### config.mk
export PLATFORM = sky130hd
export DESIGN_NAME = rob_retire_ctl
export DESIGN_NICKNAME = d
export VERILOG_FILES = /design/src/rtl/rob_retire_ctl.sv
export SDC_FILE = /design/constraint.sdc
export NUM_CORES = 1
export LEC_CHECK = 0
export BUFFER_PORTS_ARGS = -buffer_cell sky130_fd_sc_hd__buf_2
export CORE_MARGIN = 1.5
export CORE_UTILIZATION = 55
export DETAILED_ROUTE_END_ITERATION = 7
export PLACE_DENSITY = 0.73
export REMOVE_ABC_BUFFERS = 1
export SLEW_MARGIN = 25
export SYNTH_ARGS = -nofsm -noshare
export SYNTH_HDL_FRONTEND = slang
export SYNTH_SLANG_ARGS = --single-unit
### constraint.sdc
create_clock -name clk -period 7.8 [get_ports clk]
set_clock_uncertainty 0.05 [all_clocks]
set_input_delay 1.56 -clock clk [delete_from_list [all_inputs] [get_ports clk]]
set_output_delay 1.56 -clock clk [all_outputs]
set_load 0.01 [all_outputs]
### src/rtl/rob_retire_ctl.sv
module rob_retire_ctl #(
  parameter int DEPTH      = 8,
  parameter int IDX_W      = 8,
  parameter int UOP_W      = 4,
  parameter int MAX_RETIRE = 2,
  localparam int PTR_W = (DEPTH > 1) ? $clog2(DEPTH) : 1,
  localparam int CNT_W = $clog2(DEPTH + 1),
  localparam int LANES = (MAX_RETIRE == 0 || MAX_RETIRE > DEPTH) ? DEPTH : MAX_RETIRE
) (
  input  logic                   clk,
  input  logic                   rst_n,
  input  logic                   disp_valid,
  input  logic [IDX_W-1:0]       disp_idx,
  input  logic [UOP_W-1:0]       disp_uops,
  output logic                   disp_ok,
  output logic [PTR_W-1:0]       disp_token,
  input  logic [UOP_W-1:0]       chk_qty,
  output logic                   chk_ok,
  input  logic                   cmpl_valid,
  input  logic [PTR_W-1:0]       cmpl_id,
  output logic [LANES-1:0]       ret_valid,
  output logic [LANES*IDX_W-1:0] ret_idx,
  output logic                   full,
  output logic                   empty,
  output logic                   err
);

  function automatic logic [CNT_W-1:0] cap(input logic [UOP_W-1:0] q);
    int unsigned v;
    v = int'(q);
    if (v == 0) v = 1;
    if (v > DEPTH) v = DEPTH;
    return CNT_W'(v);
  endfunction

  function automatic logic [PTR_W-1:0] adv(input logic [PTR_W-1:0] p, input logic [CNT_W-1:0] n);
    int unsigned s;
    s = int'(p) + int'(n);
    if (s >= DEPTH) s = s - DEPTH;
    return PTR_W'(s);
  endfunction

  logic [IDX_W-1:0] idx_q [DEPTH];
  logic [CNT_W-1:0] len_q [DEPTH];
  logic [DEPTH-1:0] live_q, exe_q;
  logic [PTR_W-1:0] head_q, tail_q, head_d;
  logic [CNT_W-1:0] free_q, need, freed;
  logic [DEPTH-1:0] clr, set_m, done_m;
  logic             cmpl_hit;

  assign need       = cap(disp_uops);
  assign disp_ok    = disp_valid && (free_q >= need);
  assign disp_token = tail_q;
  assign chk_ok     = free_q >= cap(chk_qty);
  assign full       = free_q == '0;
  assign empty      = free_q == CNT_W'(DEPTH);
  assign cmpl_hit   = cmpl_valid && live_q[cmpl_id];
  assign set_m      = disp_ok  ? (DEPTH'(1) << tail_q)  : '0;
  assign done_m     = cmpl_hit ? (DEPTH'(1) << cmpl_id) : '0;

  always_comb begin
    logic [PTR_W-1:0] p;
    int               rem, got;
    logic             go;
    p = head_q;
    rem = DEPTH - int'(free_q);
    got = 0;
    go = 1'b1;
    clr = '0;
    ret_valid = '0;
    ret_idx = '0;
    for (int l = 0; l < LANES; l++) begin
      if (go && rem > 0 && live_q[p] && exe_q[p]) begin
        ret_valid[l] = 1'b1;
        ret_idx[l*IDX_W +: IDX_W] = idx_q[p];
        clr[p] = 1'b1;
        got = got + int'(len_q[p]);
        rem = rem - int'(len_q[p]);
        p = adv(p, len_q[p]);
      end else begin
        go = 1'b0;
      end
    end
    head_d = p;
    freed = CNT_W'(got);
  end

  always_ff @(posedge clk) begin
    if (!rst_n) begin
      head_q <= '0;
      tail_q <= '0;
      free_q <= CNT_W'(DEPTH);
      live_q <= '0;
      exe_q  <= '0;
      err    <= 1'b0;
    end else begin
      head_q <= head_d;
      live_q <= (live_q & ~clr) | set_m;
      exe_q  <= ((exe_q & ~clr) | done_m) & ~set_m;
      free_q <= free_q - (disp_ok ? need : '0) + freed;
      if (disp_ok) tail_q <= adv(tail_q, need);
      if (cmpl_valid && !live_q[cmpl_id]) err <= 1'b1;
    end
  end

  always_ff @(posedge clk) begin
    if (disp_ok) begin
      idx_q[tail_q] <= disp_idx;
      len_q[tail_q] <= need;
    end
  end

  AST_TAIL_SLOT_FREE: assert property (@(posedge clk) disable iff (!rst_n) disp_ok |-> !live_q[tail_q]);
  AST_FULL_REJECTS: assert property (@(posedge clk) disable iff (!rst_n) full |-> !disp_ok);
  AST_FREE_BOUND: assert property (@(posedge clk) disable iff (!rst_n) free_q <= CNT_W'(DEPTH));
  AST_EMPTY_NO_RETIRE: assert property (@(posedge clk) disable iff (!rst_n) empty |-> !ret_valid[0]);
  AST_RETIRED_SLOT_DEAD: assert property (@(posedge clk) disable iff (!rst_n) ret_valid[0] |=> !live_q[$past(head_q)]);
  AST_BAD_CMPL_FLAGS: assert property (@(posedge clk) disable iff (!rst_n) (cmpl_valid && !live_q[cmpl_id]) |=> err);
  AST_ERR_STICKY: assert property (@(posedge clk) disable iff (!rst_n) err |=> err);

  for (genvar l = 1; l < LANES; l++) begin : g_lane_chk
    AST_LANES_PACKED: assert property (@(posedge clk) disable iff (!rst_n) ret_valid[l] |-> ret_valid[l-1]);
  end

endmodule

# [Word-level counts from Yosys, hierarchy flattened]
# Memory sizes are Yosys's and may differ from the RTL's. A register that Yosys moved wholly into a read port is not among the register bits.
# Cells that the tools add are included.
[word_totals] ram_bits=96 n_memories=2 inputBits=23 output_inout_bits=26 word_cells=97 register_bits=27
[op_classes] addsub=11 reduce_logical=14 bitwise_logic=8 magnitude_cmp=14 mux=39 eq_ne=1 shift=2
[mem_list] name="idx_q" depth=8 word_bits=8 rd=2 rd_ports_with_merged_regs=1 wr=1 line_no="43" text="logic [IDX_W-1:0] idx_q [DEPTH];"
[mem_list] name="len_q" depth=8 word_bits=4 rd=2 rd_ports_with_merged_regs=1 wr=1 line_no="44" text="logic [CNT_W-1:0] len_q [DEPTH];"
[op_table] operator="32-bit by 4-bit greater-than comparator with 1-bit output (second input constant)" n=2
[op_table] operator="8-bit two-way mux" n=6
[op_table] operator="32-bit by 1-bit greater-than comparator with 1-bit output (second input constant)" n=1
[op_table] operator="32-bit two-way mux" n=1
[op_table] operator="4-bit two-way mux" n=7
[op_table] operator="8-bit AND" n=3
[op_table] operator="8-bit bitwise OR" n=3
[op_table] operator="3-bit two-way mux" n=7
[op_table] operator="8-bit inverter" n=2
[op_table] operator="1-bit by 3-bit << shifter with 8-bit output (first input constant)" n=2
[op_table] operator="3-bit by 4-bit adder with 5-bit output" n=3
[op_table] operator="1-bit binary-select mux with 3-bit select" n=5
[op_table] operator="5-bit by 4-bit >= comparator with 1-bit output (second input constant)" n=3
[op_table] operator="4-bit zero test" n=3
[op_table] operator="3-bit by 4-bit < comparator with 1-bit output (second input constant)" n=3
[op_table] operator="1-bit two-way mux" n=11
[op_table] operator="1-bit logical AND" n=10
[op_table] operator="3-bit by 1-bit subtractor with 3-bit output (second input constant)" n=3
[op_table] operator="4-bit adder" n=2
[op_table] operator="4-bit >= comparator" n=2
[op_table] operator="1-bit demux with 3-bit select" n=2
[op_table] operator="3-bit by 1-bit >= comparator with 1-bit output (second input constant)" n=2
[op_table] operator="5-bit by 5-bit subtractor with 6-bit output" n=1
[op_table] operator="5-bit by 1-bit greater-than comparator with 1-bit output (second input constant)" n=1
[op_table] operator="other kinds (4)" n=4

# [Logic depth before layout (Yosys ltp)]
# Gate-level depths: netlist of run 1.
[depth] word_depth=15 depth_mapped=31 mapped_depth_nobuf=28

# [Least setup slack after synthesis of run 1]
# No wires, ideal clock.
[synth_path] kind="reg2reg" startpoint="reg head_q[1]" endpoint="reg free_q[3]" path_slack_ns=1.078 stages_incl_launch_ff=29 arrival_time_ns=6.585 setup_time_ns=0.087 period_less_slack_ns=6.722 n_path_buf=3 cell_sequence="dfxtp_1 > buf_2 > buf_1 > mux4_2 > mux2i_1 > inv_1 > fa_1 > xor2_1 > xnor2_2 > nand2_1 > o21ai_1 > clkbuf_1 > a31oi_1 > o211ai_1 > a21oi_1 > ha_1 > fa_1 > mux2i_1 > fa_1 > inv_1 > ha_1 > a21o_1 > a21oi_1 > xnor2_1 > xnor2_1 > xnor2_1 > nand2b_1 > nor4_1 > nor4b_2"
[synth_between] elab_chain_cells=11 word_cells_on_any_way=26 cone_classes="4 x add/sub; 2 x order compare; 14 x mux; 5 x reduce/logical; 1 x memory"
[synth_rtl] element="start: declaration" line_no="46" text="logic [PTR_W-1:0] head_q, tail_q, head_d;"
[synth_rtl] element="start signal: assignment" line_no="90" text="head_q <= '0;"
[synth_rtl] element="start signal: assignment" line_no="97" text="head_q <= head_d;"
[synth_rtl] element="parallel branches: the longest is 9 deep, another holds 3-bit by 4-bit adder with 5-bit output"
[synth_rtl] element="4-bit two-way mux (*)" line_no="73" text="if (go && rem > 0 && live_q[p] && exe_q[p]) begin"
[synth_rtl] element="4-bit adder (*)" line_no="100" text="free_q <= free_q - (disp_ok ? need : '0) + freed;"
[synth_rtl] element="end signal: assignment" line_no="92" text="free_q <= CNT_W'(DEPTH);"
[synth_rtl] element="end signal: assignment" line_no="100"
[synth_rtl] element="end: declaration" line_no="47" text="logic [CNT_W-1:0] free_q, need, freed;"
# Every way passes the cells marked *. The select of a mux whose other input is x is not followed.
# A chain may end at the register's enable or synchronous reset.

# [Worst setup path after layout of run 1]
# Same ends and word-level chain as after synthesis.

==> results of run 1 <==
logic make-up (layout without fill, tap and decap cells):
| logic type | count (synthesis) | in the layout | share of synthesized area [%] |
|---|---|---|---|
| DFF | 123 | 123 | 46.3 |
| and+or+nand+nor | 241 | 241 | 16.4 |
| adders and majority gates | 31 | 31 | 6.06 |
| xor gates and xnor gates | 13 | 13 | 1.74 |
| buffers and inverters | 71 | 135 | 4.27 |
| AOI/OAI and AO/OA | 170 | 170 | 17.1 |
| muxes | 47 | 47 | 8.06 |
how the worst min path moves through the flow:
stage / to / slack, ns / cells past startpoint
floorplan: exe_q[5] / 0.40 / 2
global route: err / 0.45 / 2
CTS: err / 0.43 / 2
finish: err / 0.43 / 2
global placement: err / 0.39 / 2
detailed placement: err / 0.41 / 2
layout by cell type (no fill, tap or decap), types with 6 or more instances in the layout:
cell and count:
sky130_fd_sc_hd__a211oi_1 8, sky130_fd_sc_hd__a21oi_1 24, sky130_fd_sc_hd__a31oi_1 7, sky130_fd_sc_hd__and2_1 6
sky130_fd_sc_hd__and3_1 6, sky130_fd_sc_hd__buf_2 48, sky130_fd_sc_hd__buf_4 21, sky130_fd_sc_hd__clkbuf_16 17
sky130_fd_sc_hd__dfxtp_1 27, sky130_fd_sc_hd__edfxtp_1 96, sky130_fd_sc_hd__fa_1 8, sky130_fd_sc_hd__ha_1 23
sky130_fd_sc_hd__inv_1 30, sky130_fd_sc_hd__mux2_2 8, sky130_fd_sc_hd__mux2i_1 28, sky130_fd_sc_hd__mux4_2 9
sky130_fd_sc_hd__nand2_1 94, sky130_fd_sc_hd__nand2b_1 12, sky130_fd_sc_hd__nand3_1 21, sky130_fd_sc_hd__nand4_1 7
sky130_fd_sc_hd__nor2_1 38, sky130_fd_sc_hd__nor3_1 8, sky130_fd_sc_hd__nor4_1 7, sky130_fd_sc_hd__o211ai_1 8
sky130_fd_sc_hd__o21ai_0 26, sky130_fd_sc_hd__o221ai_1 15, sky130_fd_sc_hd__o22ai_1 18, sky130_fd_sc_hd__or3_1 7
sky130_fd_sc_hd__xnor2_1 7
cells in the mapped netlist, drive strengths merged, types with 8 or more instances:
cell | instances | area [um2]
a211oi | 9 | 72.6
fa | 8 | 160
o21ai | 29 | 145
a21oi | 25 | 129
nor3 | 11 | 55.1
nand2b | 12 | 75.1
clkbuf | 19 | 71.3
nor2 | 39 | 146
mux2 | 10 | 113
mux2i | 28 | 280
mux4 | 9 | 203
o211ai | 9 | 72.6
nand4 | 8 | 56.3
inv | 31 | 119
o22ai | 18 | 113
dfxtp | 27 | 541
edfxtp | 96 | 2880
nand2 | 97 | 377
o221ai | 16 | 146
nor4 | 10 | 68.8
xnor2 | 9 | 93.8
buf | 19 | 118
nand3 | 22 | 115
ha | 23 | 288
flip-flops by register name, summed over array words and instances (netlist names):
name and count:
len_q 32, live_q 8, err 1, exe_q 8
free_q 4, idx_q 64, disp_token 3, head_q 3
critical path: stages (launching register included):
cell	delay (ns)
sky130_fd_sc_hd__dfxtp_1	0.51
sky130_fd_sc_hd__nand2b_1	0.47
sky130_fd_sc_hd__o22ai_1	0.15
sky130_fd_sc_hd__a221o_1	0.38
sky130_fd_sc_hd__ha_1	0.22
sky130_fd_sc_hd__fa_1	0.47
sky130_fd_sc_hd__xor2_1	0.27
sky130_fd_sc_hd__o31ai_4	0.27
sky130_fd_sc_hd__nand2_2	0.34
sky130_fd_sc_hd__nand2_1	0.45
sky130_fd_sc_hd__o211ai_1	0.13
sky130_fd_sc_hd__a21oi_1	0.31
sky130_fd_sc_hd__ha_1	0.26
sky130_fd_sc_hd__fa_1	0.43
sky130_fd_sc_hd__mux2i_1	0.20
sky130_fd_sc_hd__fa_1	0.46
sky130_fd_sc_hd__inv_1	0.12
sky130_fd_sc_hd__ha_1	0.24
sky130_fd_sc_hd__a21o_1	0.16
sky130_fd_sc_hd__a21oi_1	0.17
sky130_fd_sc_hd__xnor2_1	0.16
sky130_fd_sc_hd__xnor2_1	0.10
sky130_fd_sc_hd__xnor2_1	0.33
sky130_fd_sc_hd__nand2b_1	0.17
sky130_fd_sc_hd__nor4_1	0.06
sky130_fd_sc_hd__nor4b_2	0.28
power groups by stage:
stage / combinational (mW) / clock (mW) / sequential [mW]
floorplan: 0.298 / 0 / 0.786
global placement: 0.389 / 0 / 0.798
detailed placement: 0.411 / 0 / 0.800
CTS: 0.414 / 0.758 / 0.787
global route: 0.460 / 0.781 / 0.791
finish: 0.417 / 0.754 / 0.787
metrics by stage:
stage	instances	utilization [%]
finish	936	64.1
CTS	936	64.1
global placement	904	59.8
floorplan	658	-
detailed placement	904	59.8
global route	936	64.1
per-layer routing:
layer | GRT usage, % | vias up
li1 | - | 2767
met1 | 41.6 | 3063
met2 | 53.2 | 478
met3 | 6.99 | 117
met4 | 16.3 | 0
met5 | 0 | -
cell type report:
cell class              count  area, um2  area share, %
multi-input cells         502       3710           43.9
clock buffers              20        437           5.16
repair buffers             70        418           4.94
clock inverters            12        124           1.46
well taps                 176        220           2.60
flip-flops and latches    123       3420           40.5
inverters                  33        126           1.49
timing repair:
| item | in CTS | in global routing |
|---|---|---|
| setup buffers | 0 | 0 |
| endpoints found under the hold margin | 0 | 0 |
| resized for setup | 0 | 1 |
| setup endpoints to repair | 0 | 1 |
==> reports/qor_table.md, run 1 <==
| Step | Quantity | This run |
| --- | --- | --- |
| timing | Setup total negative slack | 0 ns |
| detailed routing | DR pass1 iterations | 5 |
| critical path | Worst setup EP type | flop |
| placed design | HPWL Detailed | 15200 um |
| cts | Count of hold buffers inserted by post-cts repair | 0 |
| cts | Sink Count | 123 |
| finish | Final nets | 801 |
| detailed routing | Final wirelength | 22600 um |
| pwr | Static leakage | 3.07 nW |
| detailed routing | Top routing layer used | met4 |
| synthesis | Register area share after synthesis | 46.3% |
| pwr | Seq pwr share | 40.2% |
| synthesis | Synth Flop Type | sky130_fd_sc_hd__edfxtp_1 |
| cts | CTS tree | yes |
| critical path | Crit. Startpoint | head_q[1] |
| grt | Total global routing track utilization | 32.7% |
| finish | Fraction of layout instances using a drive strength above 1 | 19.7% |
| critical path | Reg2reg start | head_q[1] |
| outcome | Result of the run | finished clean |
| worst hold path | Worst hold path class | flop to flop |
| synthesis | EDFF count, synth | 96 |
| pwr | Power per standard cell area | 232 nW/um2 |
| detailed routing | Metal1 wirelength | 8680 um |
| synthesis | Warnings, synthesis | 0 |
| timing | Time the worst path needs with I/O delays and setup | 7.27 ns |
| critical path | Maximum fanout count along the critical path | 16 |
| placed design | Placed inst area | 7890 um2 |
| pwr | Internal power contribution | 1.39 mW |
| synthesis | Per-instance average area after synthesis | 10.6 um2 |
| detailed routing | Via Count | 6425 |
| cts | Clock edge transition at the registers on the reported setup and hold paths | 0.06 ns |
| critical path | Logic depth of the worst register-to-register path | 25 |
| timing | Final count of negative-setup-slack endpoints | 0 |
| pwr | Combinational share of power | 21.3% |
| grt | Number of global-route vias before repair | 6260 |
| detailed routing | Routed vias/inst | 6.86 |
| grt | Initial antenna violation count | 0 |
| floorplan | Core region area | 13200 um2 |
| timing | Setup repair after global routing missed its margin | false |
| timing | Max frequency | 138 MHz |
| pwr | Worst voltage drop across the vdd grid | 0.000158 V |
| pwr | Net Switching | 564 uW |
| cts | Clock latency on the worst-skew pair | 0.43 ns |
| grt | Pin count of the biggest net entering global routing | 44 |
| finish | Count of filler cells inserted in the layout | 1017 |
| placed design | Weighted congestion at the end of routability-driven global placement | 0.980 |
| timing | WHS | 0.430 ns |
| critical path | CP startpoint kind | flop |
| grt | Wire length of the first global-routing pass | 34600 um |
| floorplan | IO Pins | 49 |
| detailed routing | Met2 layer wire length in the routed design | 10600 um |
| timing | Actual transition at the worst max-transition pin | 1.00 ns |
| synthesis | Synth async-reset ratio | 0% |
| detailed routing | Wire length per cell | 24.2 um |
| run | Max-capacitance violation count | 0 |
| floorplan | Die area | 14100 um2 |
| cts | Buffer cell driving the clock tree root | sky130_fd_sc_hd__clkbuf_16 |
| detailed routing | Routed Antenna Nets | 0 |
| pwr | Clock power share | 38.5% |
| timing | Max-slew violation count | 0 |
| synthesis | Netlist cell types | 87 |
| cts | CTS max path bufs | 2 |
| critical path | Reg2reg end | free_q[3] |
| pwr | Switching part of the total | 28.8% |
| detailed routing | Remaining routing DRC violations | 0 |
| critical path | CP Data Arrival Time | 7.55 ns |
| timing | Setup slack of the critical path after layout | 0.532 ns |
| critical path | Reg-to-reg setup timing slack | 0.53 ns |
| timing | Post-route clock period utilization | 93.2% |
| critical path | WS Path Type | flop to flop |
| synthesis | Number of instances in the synthesized netlist | 696 |
| floorplan | Die height | 119 um |
| synthesis | FF+latch count, synth | 123 |
| finish | Area Growth Syn to Fin | 14.5% |
| critical path | End point of the critical path | free_q[3] |
| synthesis | Cell area after synthesis | 7390 um2 |
| floorplan | Die Width | 119 um |
| pwr | Total Power Consumption | 1.96 mW |
| cts | TritonCTS Buffers | 17 |
| grt | Overflow left after global routing | 0 |
| detailed routing | Detailed router's first-iteration violation count | 896 |
| placed design | Worst slack after detailed placement | 0.644 ns |
| timing | Slew HR | 32.8% |
| floorplan | Std cell rows | 42 |
| worst hold path | Source of the worst hold timing path | err |
| critical path | Required time at the worst-slack endpoint | 8.08 ns |
| detailed routing | Met3 wirelength from detailed routing | 2290 um |
| placed design | Number of I/O port buffers | 48 |
| timing | Number of failing hold endpoints at the final stage | 0 |
| finish | Cell area after layout | 8460 um2 |
| floorplan | Initial core utilization | 56.0% |
| finish | Diodes inserted | 0 |
| cts | Maximum level of the CTS H-tree | 4 |
Note: power is estimated with default switching activity, not from simulation.
==> run 2, diff against run 1 <==
CORE_ASPECT_RATIO = 1.25   (was not set)
==> reports/qor_table.md, run 2 (synthesis results as in run 1) <==
| Step | Quantity | This run | vs previous |
| --- | --- | --- | --- |
| placed design | HPWL Detailed | 15900 um | +4.5% |
| worst hold path | Worst hold path stage count | 2 | unchanged |
| finish | Post-Layout Cell Count | 936 | unchanged |
| grt | Number of global-route vias before repair | 6460 | +3.2% |
| timing | Actual transition at the worst max-transition pin | 1.13 ns | +0.121 ns |
| floorplan | IO Pins | 49 | unchanged |
| grt | Pin count of the biggest net entering global routing | 28 | -36% |
| detailed routing | Detailed router's first-iteration violation count | 653 | -27% |
| grt | Total global routing track utilization | 34.3% | +1.6 points |
| detailed routing | Routed Antenna Nets | 0 | unchanged |
| grt | Overflow left after global routing | 0 | unchanged |
| finish | Fraction of layout instances using a drive strength above 1 | 20.8% | +1.0 points |
| critical path | CP Data Arrival Time | 7.47 ns | -0.08 ns |
| placed design | Worst slack after detailed placement | 0.693 ns | +0.0486 ns |
| timing | Setup slack of the critical path after layout | 0.622 ns | +0.0905 ns |
| finish | Biggest registers after layout | idx_q: 64 flops, len_q: 32 flops |  |
| finish | Final nets | 807 | +0.75% |
| timing | Slew HR | 24.7% | -8.1 points |
| placed design | Number of I/O port buffers | 48 | unchanged |
| floorplan | Die Width | 107 um | -10% |
| critical path | Worst setup EP type | flop |  |
| cts | CTS max path bufs | 2 | unchanged |
| detailed routing | Remaining routing DRC violations | 0 | unchanged |
| finish | Reg with most FFs | idx_q |  |
| cts | Count of cells resized by post-cts repair | 0 | unchanged |
| timing | Max-slew violation count | 0 | unchanged |
| finish | Diodes inserted | 0 | unchanged |
| pwr | Power per standard cell area | 238 nW/um2 | +2.9% |
| critical path | Logic depth of the worst register-to-register path | 24 | -4.0% |
| timing | Final count of negative-setup-slack endpoints | 0 | unchanged |
| detailed routing | Routed vias/inst | 6.86 | about the same |
| cts | Buffer cell driving the clock tree root | sky130_fd_sc_hd__clkbuf_16 |  |
| finish | Count of filler cells inserted in the layout | 1027 | +0.98% |
| pwr | Worst voltage drop across the vdd grid | 0.000160 V | +1.4% |
| timing | Time the worst path needs with I/O delays and setup | 7.18 ns | -0.0905 ns |
| cts | Clock edge transition at the registers on the reported setup and hold paths | 0.06 ns | about the same |
| timing | Number of failing hold endpoints at the final stage | 0 | unchanged |
| placed design | Weighted congestion at the end of routability-driven global placement | 0.995 | +1.5% |
| placed design | Placed Cells | 904 | unchanged |
| detailed routing | Final wirelength | 23500 um | +4.1% |
| detailed routing | DR pass1 iterations | 8 | +3 |
| cts | Maximum level of the CTS H-tree | 4 | unchanged |
| detailed routing | Via Count | 6422 | -0.047% |
| timing | Setup repair after global routing missed its margin | false |  |
| cts | TritonCTS Buffers | 17 | unchanged |
| critical path | Required time at the worst-slack endpoint | 8.10 ns | +0.02 ns |
| cts | Clock latency on the worst-skew pair | 0.43 ns | about the same |
| finish | Leading cell types in the layout, fill and taps excluded | sky130_fd_sc_hd__edfxtp_1, sky130_fd_sc_hd__nand2_1, sky130_fd_sc_hd__buf_2 |  |
| floorplan | Std cell rows | 47 | +12% |
| critical path | Maximum fanout count along the critical path | 18 | +2 |
| cts | Sink Count | 123 | unchanged |
| grt | Initial antenna violation count | 0 | unchanged |
| timing | Setup total negative slack | 0 ns | unchanged |
| floorplan | Die area | 14100 um2 | about the same |
| cts | CTS tree | yes |  |
| worst hold path | Worst hold path class | flop to flop |  |
| floorplan | Die height | 133 um | +12% |
| cts | Count of hold buffers inserted by post-cts repair | 0 | unchanged |
| floorplan | Core region area | 13200 um2 | -0.13% |
| critical path | WS Path Type | flop to flop |  |
| pwr | Static leakage | 3.13 nW | +2.0% |
| placed design | Placed inst area | 7910 um2 | +0.16% |
| cts | Number of setup buffers added after CTS | 0 | unchanged |
| finish | Flip-flop count of the largest register after layout | 64 | unchanged |
| floorplan | Initial core utilization | 56.1% | +0.074 points |
| detailed routing | Wire length per cell | 25.2 um | +4.1% |
| finish | Leading cell type in the layout, fill and taps excluded | sky130_fd_sc_hd__edfxtp_1 |  |
| outcome | Result of the run | finished clean |  |
| finish | Cell area after layout | 8530 um2 | +0.83% |
| finish | Area Growth Syn to Fin | 15.4% |  |
| timing | Post-route clock period utilization | 92.0% | -1.2 points |
| grt | Wire length of the first global-routing pass | 36000 um | +4.1% |
| run | Max-capacitance violation count | 0 | unchanged |
| timing | Max frequency | 139 MHz | +1.3% |
| critical path | CP startpoint kind | flop |  |
==> run 2: changes by cell type in the layout (fill, tap and decap cells not counted), moves of 2 or more <==
cell and delta:
sky130_fd_sc_hd__clkinv_2 -2, sky130_fd_sc_hd__clkinv_1 -2, sky130_fd_sc_hd__buf_4 +6, sky130_fd_sc_hd__clkbuf_1 -3
sky130_fd_sc_hd__inv_6 +4
==> run 2: final timing paths <==
path                                 from        end  slack, ns
worst min register to register        err        err       0.42
worst max-delay path            head_q[1]  free_q[3]       0.62
worst min-delay path                  err        err       0.42
worst max register to register  head_q[1]  free_q[3]       0.62
==> run 2: report_power, final <==
| group | leakage [nW] | total (mW) | internal (mW) | switching (mW) |
|---|---|---|---|---|
| sequential | 1.09 | 0.788 | 0.747 | 0.0410 |
| combinational | 1.75 | 0.417 | 0.181 | 0.236 |
| clock | 0.297 | 0.826 | 0.508 | 0.318 |
==> run 2: metal layers <==
metal  wire, um  track usage (%)  up-vias
li1           -                -     2778
met3       1980             5.81      132
met5          0                0        -
met2      11500             57.8      423
met4       1490             20.7        0
met1       8570             40.8     3089
==> run 2: worst max-delay path: stages (launching register included) <==
cell and delay (ns):
sky130_fd_sc_hd__dfxtp_1 0.84, sky130_fd_sc_hd__mux4_2 0.59, sky130_fd_sc_hd__mux2i_1 0.30, sky130_fd_sc_hd__inv_1 0.16, sky130_fd_sc_hd__fa_1 0.54, sky130_fd_sc_hd__or4_4 0.59
sky130_fd_sc_hd__nand2_1 0.21, sky130_fd_sc_hd__nand2_1 0.30, sky130_fd_sc_hd__o211ai_1 0.25, sky130_fd_sc_hd__a21oi_1 0.12, sky130_fd_sc_hd__ha_1 0.27, sky130_fd_sc_hd__fa_1 0.42
sky130_fd_sc_hd__xnor2_1 0.14, sky130_fd_sc_hd__nor3_1 0.13, sky130_fd_sc_hd__a21oi_1 0.08, sky130_fd_sc_hd__fa_1 0.51, sky130_fd_sc_hd__inv_1 0.04, sky130_fd_sc_hd__ha_1 0.31
sky130_fd_sc_hd__a21oi_1 0.17, sky130_fd_sc_hd__xnor2_1 0.15, sky130_fd_sc_hd__xnor2_1 0.10, sky130_fd_sc_hd__xnor2_1 0.31, sky130_fd_sc_hd__nand2b_1 0.16, sky130_fd_sc_hd__nor4_1 0.06
sky130_fd_sc_hd__nor4b_2 0.29
==> run 2: cell type report <==
type                            instances  area, um2  area share [%]
Multi-Input combinational cell        502       3700            43.4
Sequential cell                       123       3420            40.1
Timing Repair Buffer                   76        454            5.33
Clock buffer                           17        425            4.99
Tap cell                              171        214            2.51
Clock inverter                         14        184            2.16
Inverter                               33        126            1.48
==> run 2: metrics by stage <==
stage                     power, mW  utilization [%]  hold slack, ns
final                          2.03             64.7           0.421
after CTS                      2.02             64.6           0.426
after global routing           2.10             64.7           0.480
after detailed placement       1.21             60.0           0.411
after global placement         1.19             60.0           0.397
after floorplan                1.08                -           0.395
==> run 3, diff against run 2 <==
GPL_TIMING_DRIVEN = 0   (was not set)
clock period = 6.95 ns   (was 7.8 ns; I/O delays follow)
==> reports/qor_table.md, run 3 (synthesis results as in run 1) <==
| Step | Quantity | This run | vs previous |
| --- | --- | --- | --- |
| outcome | Result of the run | finished, violations left |  |
| outcome | Failing checks | DRC |  |
| detailed routing | Routed vias/inst | 7.00 | +2.0% |
| detailed routing | Remaining routing DRC violations | 4 | +4 |
| critical path | WS Path Type | flop to flop |  |
| critical path | Maximum fanout count along the critical path | 12 | -6 |
| finish | Sequential cell area in the final layout | 3430 um2 | +0.33% |
| timing | Actual transition at the worst max-transition pin | 0.867 ns | -0.259 ns |
| finish | Final nets | 832 | +3.1% |
| timing | Number of failing hold endpoints at the final stage | 0 | unchanged |
| critical path | CP startpoint kind | flop |  |
| pwr | Static leakage | 3.32 nW | +5.8% |
| critical path | CP Data Arrival Time | 7.08 ns | -0.39 ns |
| cts | Clock latency on the worst-skew pair | 0.43 ns | about the same |
| cts | Count of hold buffers inserted by post-cts repair | 0 | unchanged |
| placed design | Number of I/O port buffers | 48 | unchanged |
| finish | Leading cell types in the layout, fill and taps excluded | sky130_fd_sc_hd__edfxtp_1, sky130_fd_sc_hd__nand2_1, sky130_fd_sc_hd__buf_2 |  |
| timing | Post-route clock period utilization | 97.7% | +5.7 points |
| timing | Max-slew violation count | 0 | unchanged |
| timing | Final count of negative-setup-slack endpoints | 0 | unchanged |
| floorplan | Core region area | 13200 um2 | unchanged |
| placed design | Placed inst area | 7940 um2 | +0.46% |
| grt | Wire length of the first global-routing pass | 35900 um | -0.36% |
| detailed routing | DR pass1 iterations | 8 | unchanged |
| grt | Initial antenna violation count | 0 | unchanged |
| finish | Cell area after layout | 8940 um2 | +4.9% |
| finish | Flip-flop count of the largest register after layout | 64 | unchanged |
| finish | Count of filler cells inserted in the layout | 961 | -6.4% |
| placed design | HPWL Detailed | 15600 um | -1.7% |
| floorplan | IO Pins | 49 | unchanged |
| cts | Buffer cell driving the clock tree root | sky130_fd_sc_hd__clkbuf_16 |  |
| finish | Area taken by multi-input logic gates | 3850 um2 | +4.0% |
| placed design | Weighted congestion at the end of routability-driven global placement | 0.938 | -5.6% |
| finish | Reg with most FFs | idx_q |  |
| finish | Final Util | 67.9% | +3.1 points |
| floorplan | Std cell rows | 47 | unchanged |
| critical path | Largest stage delay on the critical path | 0.61 ns | -0.23 ns |
| timing | Setup slack of the critical path after layout | 0.158 ns | -0.464 ns |
| pwr | Total Power Consumption | 2.28 mW | +12% |
| grt | Total global routing track utilization | 34.0% | -0.27 points |
| finish | Diodes inserted | 0 | unchanged |
| cts | Clock edge transition at the registers on the reported setup and hold paths | 0.06 ns | about the same |
| run | Max-capacitance violation count | 0 | unchanged |
| cts | CTS max path bufs | 2 | unchanged |
| cts | TritonCTS Buffers | 17 | unchanged |
| timing | Setup repair after global routing missed its margin | false |  |
| placed design | Worst slack after detailed placement | -1.42 ns | -2.12 ns |
| detailed routing | Wire length per cell | 25.2 um | +0.15% |
| grt | Number of global-route vias before repair | 6511 | +0.79% |
| critical path | Critical path's slowest cell | sky130_fd_sc_hd__or4_4 |  |
| timing | Max frequency | 147 MHz | +5.7% |
| worst hold path | Worst hold path class | flop to flop |  |
| detailed routing | Via Count | 6727 | +4.7% |
| grt | Pin count of the biggest net entering global routing | 37 | +32% |
| detailed routing | Routed Antenna Nets | 0 | unchanged |
| timing | Time the worst path needs with I/O delays and setup | 6.79 ns | -0.386 ns |
| critical path | Required time at the worst-slack endpoint | 7.24 ns | -0.86 ns |
| detailed routing | Detailed router's first-iteration violation count | 786 | +20% |
| critical path | Worst setup EP type | flop |  |
| detailed routing | Final wirelength | 24200 um | +2.8% |
| finish | Area Growth Syn to Fin | 21.0% |  |
| finish | Biggest registers after layout | idx_q: 64 flops, len_q: 32 flops |  |
| floorplan | Die Width | 107 um | unchanged |
| cts | Maximum level of the CTS H-tree | 4 | unchanged |
| floorplan | Initial core utilization | 56.1% | unchanged |
| cts | CTS tree | yes |  |
| floorplan | Die area | 14100 um2 | unchanged |
| pwr | Worst voltage drop across the vdd grid | 0.000215 V | +34% |
| finish | Fraction of layout instances using a drive strength above 1 | 26.8% | +6.1 points |
| cts | Sink Count | 123 | unchanged |
| finish | Leading cell type in the layout, fill and taps excluded | sky130_fd_sc_hd__edfxtp_1 |  |
| timing | Setup total negative slack | 0 ns | unchanged |
| pwr | Power per standard cell area | 255 nW/um2 | +7.1% |
| timing | Slew HR | 42.0% | +17 points |
| floorplan | Die height | 133 um | unchanged |
| grt | Overflow left after global routing | 0 | unchanged |
## run 3: where the power goes
part | internal, mW | total (mW) | switching (mW)
clock network | 0.563 | 0.908 | 0.345
registers | 0.837 | 0.880 | 0.0432
logic | 0.217 | 0.493 | 0.276
## run 3: final timing paths
kind              cells past startpoint   endpoint  startpoint  slack [ns]
setup / recovery                     26  free_q[3]   head_q[0]        0.16
hold / removal                        2        err         err        0.44
setup reg to reg                     26  free_q[3]   head_q[0]        0.16
hold reg to reg                       2        err         err        0.44
## run 3: metrics by stage
step / hold WS (ns) / cells
3_3_place_gp: 0.395 / 877
6_report: 0.439 / 961
4_1_cts: 0.445 / 942
3_5_place_dp: 0.431 / 901
5_1_grt: 0.473 / 961
2_1_floorplan: 0.395 / 658
## run 3: layout make-up
type                            count  area share (%)
Clock buffer                       17            4.76
Clock inverter                     14            1.92
Inverter                           33            1.61
Multi-Input combinational cell    503            43.0
Sequential cell                   123            38.4
Tap cell                          171            2.39
Timing Repair Buffer              100            7.88
## run 3: what timing repair did
action | 4_1_cts | 5_1_grt
cloned | 1 | 2
setup endpoints to repair | 12 | 1
setup buffers | 9 | 17
gates resized for setup | 18 | 19
pin swaps | 3 | 8
## run 3: layer usage
| metal | GRT usage (%) | part of all wire (%) |
|---|---|---|
| met1 | 40.9 | 35 |
| met2 | 55.7 | 47 |
| met3 | 7.14 | 11 |
| met4 | 21.1 | 7.3 |
| met5 | 0 | 0 |
## run 3: worst max-delay path, delay by kind of cell (launching register included)
| kind | cells | cell delay [ns] |
|---|---|---|
| fa+ha+maj | 6 | 2.19 |
| simple gates | 7 | 1.54 |
| compound gates | 6 | 1.23 |
| xor+xnor | 4 | 0.73 |
| flops | 1 | 0.47 |
| mux | 1 | 0.26 |
| buf+inv | 2 | 0.22 |
